**config.mk**
```make
export PLATFORM = sky130hd
export DESIGN_NAME = ctlreg_quad_loader
export DESIGN_NICKNAME = d
export VERILOG_FILES = /design/src/rtl/rld_pkg.sv /design/src/rtl/rld_limit_cnt.sv /design/src/rtl/rld_delay_timer.sv /design/src/rtl/ctlreg_quad_loader.sv
export SDC_FILE = /design/constraint.sdc
export NUM_CORES = 1
export LEC_CHECK = 0
export CAP_MARGIN = 10
export CORE_AREA = 2 2 150 152
export DETAILED_ROUTE_END_ITERATION = 10
export DIE_AREA = 0 0 152 154
export DONT_BUFFER_PORTS = 1
export PLACE_DENSITY = 0.74
export SYNTH_ARGS = -nofsm -noshare
export SYNTH_HDL_FRONTEND = slang
export SYNTH_SLANG_ARGS = --single-unit
```
**constraint.sdc**
```tcl
create_clock -name clk -period 6.3 [get_ports clk]
set_input_delay 0.945 -clock clk [delete_from_list [all_inputs] [get_ports clk]]
set_output_delay 0.945 -clock clk [all_outputs]
set_load 0.01 [all_outputs]
```
**src/rtl/rld_pkg.sv**
```systemverilog
`timescale 1ns/1ps
// Shared types for the four-word control register loader.
// Assumes: four words per load, 2-bit response, status and state codes.
package rld_pkg;
    localparam int NUM_WORDS = 4;

    typedef enum logic [1:0] {RSP_OK = 2'd0, RSP_BUSY = 2'd1, RSP_BLOCK = 2'd2, RSP_FAULT = 2'd3} rsp_e;
    typedef enum logic [1:0] {LD_OK = 2'd0, LD_BUSY = 2'd1, LD_BLOCK = 2'd2, LD_FAULT = 2'd3} ldst_e;
    typedef enum logic [1:0] {TGT_UNCONF = 2'd0, TGT_CONF = 2'd1, TGT_HEALTH = 2'd2, TGT_ERROR = 2'd3} tgt_e;
    typedef enum logic [1:0] {S_IDLE, S_ISSUE, S_WAIT, S_DELAY} fsm_e;

    // Field positions of one control word (cell enables, mode, rate, wait).
    localparam int EN_LSB   = 0;
    localparam int MODE_BIT = 3;
    localparam int RATE_LSB = 6;
    localparam int WAIT_LSB = 9;

    // Builds a control word from its fields.
    function automatic logic [63:0] cell_word(input logic [1:0] rate, input logic [2:0] en,
                                              input logic mode, input logic [15:0] wait_cyc);
        logic [63:0] w;
        w = '0;
        w[EN_LSB +: 3]    = en;
        w[MODE_BIT]       = mode;
        w[RATE_LSB +: 2]  = rate;
        w[WAIT_LSB +: 16] = wait_cyc;
        return w;
    endfunction
endpackage

```
**src/rtl/rld_limit_cnt.sv**
```systemverilog
`timescale 1ns/1ps
// Counts retries of one kind and flags when the next one reaches the limit.
// Assumes: LIMIT >= 1; the owner never increments once last is set.
module rld_limit_cnt #(
    parameter int LIMIT = 100
) (
    input  logic clk,
    input  logic rst_n,
    input  logic clr,
    input  logic inc,
    output logic last
);
    localparam int CW = (LIMIT > 1) ? $clog2(LIMIT + 1) : 1;

    logic [CW-1:0] cnt_q;

    // Retry count: cleared per access, stepped per retry.
    always_ff @(posedge clk) begin
        if (!rst_n)     cnt_q <= '0;
        else if (clr)   cnt_q <= '0;
        else if (inc)   cnt_q <= cnt_q + 1'b1;
    end

    assign last = (cnt_q == CW'(LIMIT - 1));

    AST_NO_INC_AT_LIMIT: assert property (@(posedge clk) disable iff (!rst_n)
        inc |-> !last);
    AST_CLR_INC_EXCL: assert property (@(posedge clk) disable iff (!rst_n)
        !(clr && inc));
endmodule

```
**src/rtl/rld_delay_timer.sv**
```systemverilog
`timescale 1ns/1ps
// Down-counter that holds off a retry for a loaded number of cycles.
// Assumes: load is nonzero and start comes only while the timer is idle.
module rld_delay_timer #(
    parameter int W = 16
) (
    input  logic         clk,
    input  logic         rst_n,
    input  logic         start,
    input  logic [W-1:0] load,
    output logic         expire,
    output logic         running
);
    logic [W-1:0] cnt_q;

    // Remaining delay cycles.
    always_ff @(posedge clk) begin
        if (!rst_n)            cnt_q <= '0;
        else if (start)        cnt_q <= load;
        else if (cnt_q != '0)  cnt_q <= cnt_q - 1'b1;
    end

    assign running = (cnt_q != '0);
    assign expire  = (cnt_q == W'(1));

    AST_NO_RESTART: assert property (@(posedge clk) disable iff (!rst_n)
        start |-> !running);
    AST_LOAD_NONZERO: assert property (@(posedge clk) disable iff (!rst_n)
        start |-> (load != '0));
endmodule

```
**src/rtl/ctlreg_quad_loader.sv**
```systemverilog
`timescale 1ns/1ps
// Loads four control words into one register in index order, confirms with a
// read-back, retries busy and would-block answers with bounded counts.
// Assumes: one response per access, one cycle long, after the access.
module ctlreg_quad_loader
    import rld_pkg::*;
#(
    parameter int WORD_W      = 64,
    parameter int CYC_PER_US  = 100,
    parameter int BUSY_LIMIT  = 100,
    parameter int BLOCK_LIMIT = 60000,
    parameter int TICK_W      = 16
) (
    input  logic                          clk,
    input  logic                          rst_n,
    input  logic                          ld_valid,
    output logic                          ld_ready,
    input  logic [NUM_WORDS*WORD_W-1:0]   ld_words,
    input  logic [1:0]                    ld_state,
    output logic                          ld_done,
    output logic [1:0]                    ld_status,
    output logic                          rp_valid,
    output logic                          rp_write,
    output logic [1:0]                    rp_index,
    output logic [WORD_W-1:0]             rp_wdata,
    output logic [1:0]                    rp_state,
    input  logic                          rp_resp_valid,
    input  logic [1:0]                    rp_resp_code,
    input  logic [TICK_W-1:0]             rp_resp_ticks
);
    localparam int US_W  = $clog2(CYC_PER_US + 1);
    localparam int DLY_W = (US_W > TICK_W) ? US_W : TICK_W;
    localparam logic [1:0] LAST_IDX = 2'(NUM_WORDS - 1);

    fsm_e              st_q;
    logic [WORD_W-1:0] word_q [NUM_WORDS];
    logic [1:0]        idx_q;
    logic [1:0]        tgt_q;
    logic              rdback_q;
    logic              done_q;
    ldst_e             status_q;

    logic              accept, take;
    rsp_e              code;
    logic [1:0]        lim_clr, lim_inc, lim_last;
    logic              tmr_start, tmr_expire, tmr_running;
    logic [DLY_W-1:0]  tmr_load;

    assign accept = (st_q == S_IDLE) && ld_valid;
    assign take   = (st_q == S_WAIT) && rp_resp_valid;
    assign code   = rsp_e'(rp_resp_code);

    // Retry bookkeeping: index 0 counts busy answers, index 1 would-block answers.
    always_comb begin
        lim_clr    = {2{accept || (take && code == RSP_OK)}};
        lim_inc[0] = take && (code == RSP_BUSY)  && !lim_last[0];
        lim_inc[1] = take && (code == RSP_BLOCK) && !lim_last[1];
        tmr_start  = |lim_inc;
        if (code == RSP_BUSY)          tmr_load = DLY_W'(CYC_PER_US);
        else if (rp_resp_ticks == '0)  tmr_load = DLY_W'(1);
        else                           tmr_load = DLY_W'(rp_resp_ticks);
    end

    for (genvar g = 0; g < 2; g++) begin : g_lim
        rld_limit_cnt #(.LIMIT(g == 0 ? BUSY_LIMIT : BLOCK_LIMIT)) u_lim (
            .clk   (clk),
            .rst_n (rst_n),
            .clr   (lim_clr[g]),
            .inc   (lim_inc[g]),
            .last  (lim_last[g])
        );
    end

    rld_delay_timer #(.W(DLY_W)) u_tmr (
        .clk     (clk),
        .rst_n   (rst_n),
        .start   (tmr_start),
        .load    (tmr_load),
        .expire  (tmr_expire),
        .running (tmr_running)
    );

    // Word storage captured on acceptance.
    always_ff @(posedge clk) begin
        if (accept) begin
            for (int i = 0; i < NUM_WORDS; i++)
                word_q[i] <= ld_words[i*WORD_W +: WORD_W];
        end
    end

    // Sequencer: issue, wait for answer, advance, retry or finish.
    always_ff @(posedge clk) begin
        if (!rst_n) begin
            st_q     <= S_IDLE;
            idx_q    <= '0;
            tgt_q    <= '0;
            rdback_q <= 1'b0;
            done_q   <= 1'b0;
            status_q <= LD_OK;
        end else begin
            done_q <= 1'b0;
            case (st_q)
                S_IDLE: if (accept) begin
                    tgt_q    <= ld_state;
                    idx_q    <= '0;
                    rdback_q <= 1'b0;
                    st_q     <= S_ISSUE;
                end
                S_ISSUE: st_q <= S_WAIT;
                S_WAIT: if (take) begin
                    case (code)
                        RSP_OK: begin
                            if (rdback_q) begin
                                st_q <= S_IDLE; done_q <= 1'b1; status_q <= LD_OK;
                            end else begin
                                if (idx_q == LAST_IDX) rdback_q <= 1'b1;
                                else                   idx_q    <= idx_q + 1'b1;
                                st_q <= S_ISSUE;
                            end
                        end
                        RSP_BUSY: begin
                            if (lim_last[0]) begin
                                st_q <= S_IDLE; done_q <= 1'b1; status_q <= LD_BUSY;
                            end else st_q <= S_DELAY;
                        end
                        RSP_BLOCK: begin
                            if (lim_last[1]) begin
                                st_q <= S_IDLE; done_q <= 1'b1; status_q <= LD_BLOCK;
                            end else st_q <= S_DELAY;
                        end
                        default: begin
                            st_q <= S_IDLE; done_q <= 1'b1; status_q <= LD_FAULT;
                        end
                    endcase
                end
                S_DELAY: if (tmr_expire) st_q <= S_ISSUE;
                default: st_q <= S_IDLE;
            endcase
        end
    end

    assign ld_ready  = (st_q == S_IDLE);
    assign ld_done   = done_q;
    assign ld_status = status_q;
    assign rp_valid  = (st_q == S_ISSUE);
    assign rp_write  = !rdback_q;
    assign rp_index  = idx_q;
    assign rp_wdata  = word_q[idx_q];
    assign rp_state  = tgt_q;

    AST_NO_ACCESS_WHEN_IDLE: assert property (@(posedge clk) disable iff (!rst_n)
        ld_ready |-> !rp_valid);
    AST_SINGLE_ISSUE: assert property (@(posedge clk) disable iff (!rst_n)
        rp_valid |=> !rp_valid);
    AST_READBACK_AFTER_LAST: assert property (@(posedge clk) disable iff (!rst_n)
        (rp_valid && !rp_write) |-> (rp_index == LAST_IDX));
    AST_DELAY_SILENT: assert property (@(posedge clk) disable iff (!rst_n)
        tmr_running |-> !rp_valid);
    AST_BUSY_GIVEUP: assert property (@(posedge clk) disable iff (!rst_n)
        (ld_done && ld_status == LD_BUSY) |-> $past(rp_resp_valid && rp_resp_code == RSP_BUSY));
    AST_BLOCK_GIVEUP: assert property (@(posedge clk) disable iff (!rst_n)
        (ld_done && ld_status == LD_BLOCK) |-> $past(rp_resp_valid && rp_resp_code == RSP_BLOCK));
    AST_FAULT_END: assert property (@(posedge clk) disable iff (!rst_n)
        (ld_done && ld_status == LD_FAULT) |-> $past(rp_resp_valid && rp_resp_code == RSP_FAULT));
    AST_DONE_PULSE: assert property (@(posedge clk) disable iff (!rst_n)
        ld_done |=> !ld_done);
    AST_DONE_IDLE: assert property (@(posedge clk) disable iff (!rst_n)
        ld_done |-> ld_ready);
endmodule

```
==> impl_metrics.csv <==
group,metric,value,unit
global_route,grt_pass1_wl,39200,um
die,rows,54,
drt,wire_per_inst,26.6,um
synthesis,synth.most_common_cell,"edfxtp_1",
clock_network,clkLatencyLatePin,540,ps
clock_network,cts_root_buf,"clkbuf_16",
die,coreArea,21700,sq um
synthesis,ys.flop_type,"edfxtp_1",
die,fp.dieW,152,um
layout,final_layout_size_suffix_gt1_frac,0.204,
place,gp_congestion,0.870,
sta,skew,24.5,ps
die,start_util,0.561,
worst_setup_path,cp.arrival,2670,ps
sta,setup-violations-final,0,
worst_setup_path,crit_path_start_kind,"register",
drt,drtPass1Iterations,5,
synthesis,netlist_top_cells_area,"edfxtp_1 (63%), mux4_2 (12%), dfxtp_1 (8.4%)",
sta,slew_headroom,0.360,
clock_network,cts_buffer_depth,3,
die,die-height,154,um
worst_setup_path,crit_required,5350,ps
drt,viasPerCell,6.22,
global_route,grt_use_total,0.220,
clock_network,clkTransAtPathRegs,60,ps
worst_setup_path,cp-end-kind,"output port",
place,dpl.hpwl,19300,um
worst_hold_path,hold_class,"input pin to register",
drt,vias,6211,
drt,drc,0,
sta,maxSlewViolCount,0,
worst_setup_path,crit_fanout,38,
synthesis,postSynthCellCount,671,
synthesis,synth_top_area_frac,0.631,
global_route,globalRouteOverflowTotal,0,
sta,worst_pin_slew,959,ps
sta,fmax,0.277,GHz
drt,routed_wl,26600,um
sta,rsz0062_at_grt,"false",
synthesis,ys_ff_latch,307,
clock_network,htree_levels,1,
run,max_cap_violations,0,
power_and_ir_drop,power.density,377,nW/um^2
synthesis,async_flop_share,0,
sta,min_period_over_period,0.574,
clock_network,clock_sink_count,307,
synthesis,yosysUniqueCellTypes,63,
synthesis,yosys_warnings,0,
synthesis,synth.yosys.seq_area_share,0.715,
clock_network,cts_setup_buffers,0,
synthesis,netlist_top_cells_count,"edfxtp_1 (256), mux4_2 (64), dfxtp_1 (51)",
status,outcome,"finished clean",
clock_network,cts_tree,"done",
global_route,antenna_found_initial,12,
sta,finalSetupTns,0,ps
sta,hold_viol,0,
sta,fin_crit,3620,ps
sta,hold-worst-slack,497,ps
global_route,grt_max_degree,78,
worst_setup_path,crit_type,"register to output port",
die,num_io_pins,354,
power_and_ir_drop,p_leak,4.33,nW
drt,ant_nets,0,
power_and_ir_drop,ir_worst_vdd,0.269,mV
synthesis,synthesis.area,12200,sq um
synthesis,synth.avg_cell_area,18.1,sq um
synthesis,synth_top_cell_by_area,"edfxtp_1",
synthesis,synth_nets,961,
synthesis,synth_edf_count,256,
layout,syn_to_final_growth,10.5,%
place,portBuffers,0,
clock_network,cts_hold_buf,0,
clock_network,cts_made_buffers,31,
global_route,grt_pass1_vias,6279,
drt,drt_iter0_markers,527,
layout,fin_nets,974,
clock_network,cts-resized-gates,0,
die,dieArea,23400,sq um
routing by layer:
metal / vias to the layer above / part of all wire / global-route usage
met5: - / 0.00056 / 0
met4: 2 / 0.019 / 0.0788
met3: 37 / 0.088 / 0.0654
met2: 316 / 0.53 / 0.378
met1: 3127 / 0.36 / 0.268
li1: 2729 / - / -
flip-flops by register name, summed over array words and instances (netlist names), named ones only:
signal             count
word_q               256
ld_status              2
st_q                   2
ld_done                1
rp_state               2
g_lim.u_lim.cnt_q     23
rdback_q               1
u_tmr.cnt_q           16
rp_index               2
kinds of logic (layout without fill, tap and decap cells):
| logic type | count (synthesis) | in the layout | synth area share |
|---|---|---|---|
| muxes | 70 | 70 | 0.123 |
| xor gates and xnor gates | 27 | 27 | 0.0194 |
| AOI/OAI and AO/OA | 48 | 48 | 0.0309 |
| adders and majority gates | 10 | 10 | 0.0103 |
| and+or+nand+nor | 173 | 173 | 0.0876 |
| DFF | 307 | 307 | 0.715 |
| other | 0 | 11 | 0 |
| buffers and inverters | 36 | 72 | 0.0133 |
metrics by stage:
stage / std cells / utilization / power [mW] / worst slack, ps / area (sq um)
finish: 998 / 0.621 / 5.08 / 2680 / 13500
global route: 997 / 0.620 / 5.27 / 2440 / 13500
CTS: 987 / 0.619 / 5.11 / 2580 / 13400
detailed placement: 931 / 0.575 / 3.39 / 3160 / 12500
global placement: 931 / 0.575 / 3.35 / 3170 / 12500
floorplan: 671 / - / 3.26 / 967 / 12200
critical path, stage by stage (launching register included):
cell,delay (ps)
dfxtp_4,880
buf_4,590
mux4_2,640
where the power goes:
part / switching [mW] / internal [mW] / total, mW
logic: 0.408 / 0.253 / 0.661
clock network: 0.739 / 0.982 / 1.72
registers: 0.132 / 2.56 / 2.69
total: 1.28 / 3.80 / 5.08
layout make-up:
| type | count | area [sq um] |
|---|---|---|
| timing repair buffer | 7 | 52.6 |
| tap | 280 | 350 |
| inverter | 9 | 37.5 |
| clock inverter | 22 | 175 |
| sequential | 307 | 8710 |
| antenna | 11 | 27.5 |
| multi-input combinational | 328 | 3310 |
| fill | 1491 | 8230 |
| clock buffer | 34 | 787 |
worst paths after layout:
| check | start | to | slack (ps) | cells past startpoint |
|---|---|---|---|---|
| setup / recovery | register | rp_wdata[16] | 2680 | 2 |
| hold / removal | ld_words[167] | word_q[2][39]$_DFFE_PP_ | 500 | 0 |
| setup reg to reg | st_q[0]$_SDFFE_PN0P_ | word_q[2][11]$_DFFE_PP_ | 3330 | 6 |
| hold reg to reg | rp_state[0]$_SDFFE_PN0P_ | rp_state[0]$_SDFFE_PN0P_ | 520 | 2 |
layout by cell type (no fill, tap or decap), types with 4 or more instances in the layout:
cell	netlist	layout
nor3_1	12	12
clkinvlp_4	0	7
inv_1	9	8
clkinv_1	0	6
nand2b_1	6	6
xnor2_1	16	16
o21ai_0	5	5
o21a_1	8	8
nand4_1	12	12
clkbuf_16	0	31
a21boi_1	4	4
mux2i_1	6	6
nor2b_1	8	8
diode_2	0	11
edfxtp_1	256	256
xor2_1	11	11
nor3b_1	4	4
ha_1	10	10
and3_1	13	13
nand3_1	14	14
nand2_1	33	33
a21oi_1	5	5
dfxtp_1	51	49
nor2_1	31	31
clkinv_2	0	6
nor4_1	8	8
mux4_2	64	64
buf_4	0	7
nor4_2	7	7
No activity file was read; power rests on OpenSTA's default activity.
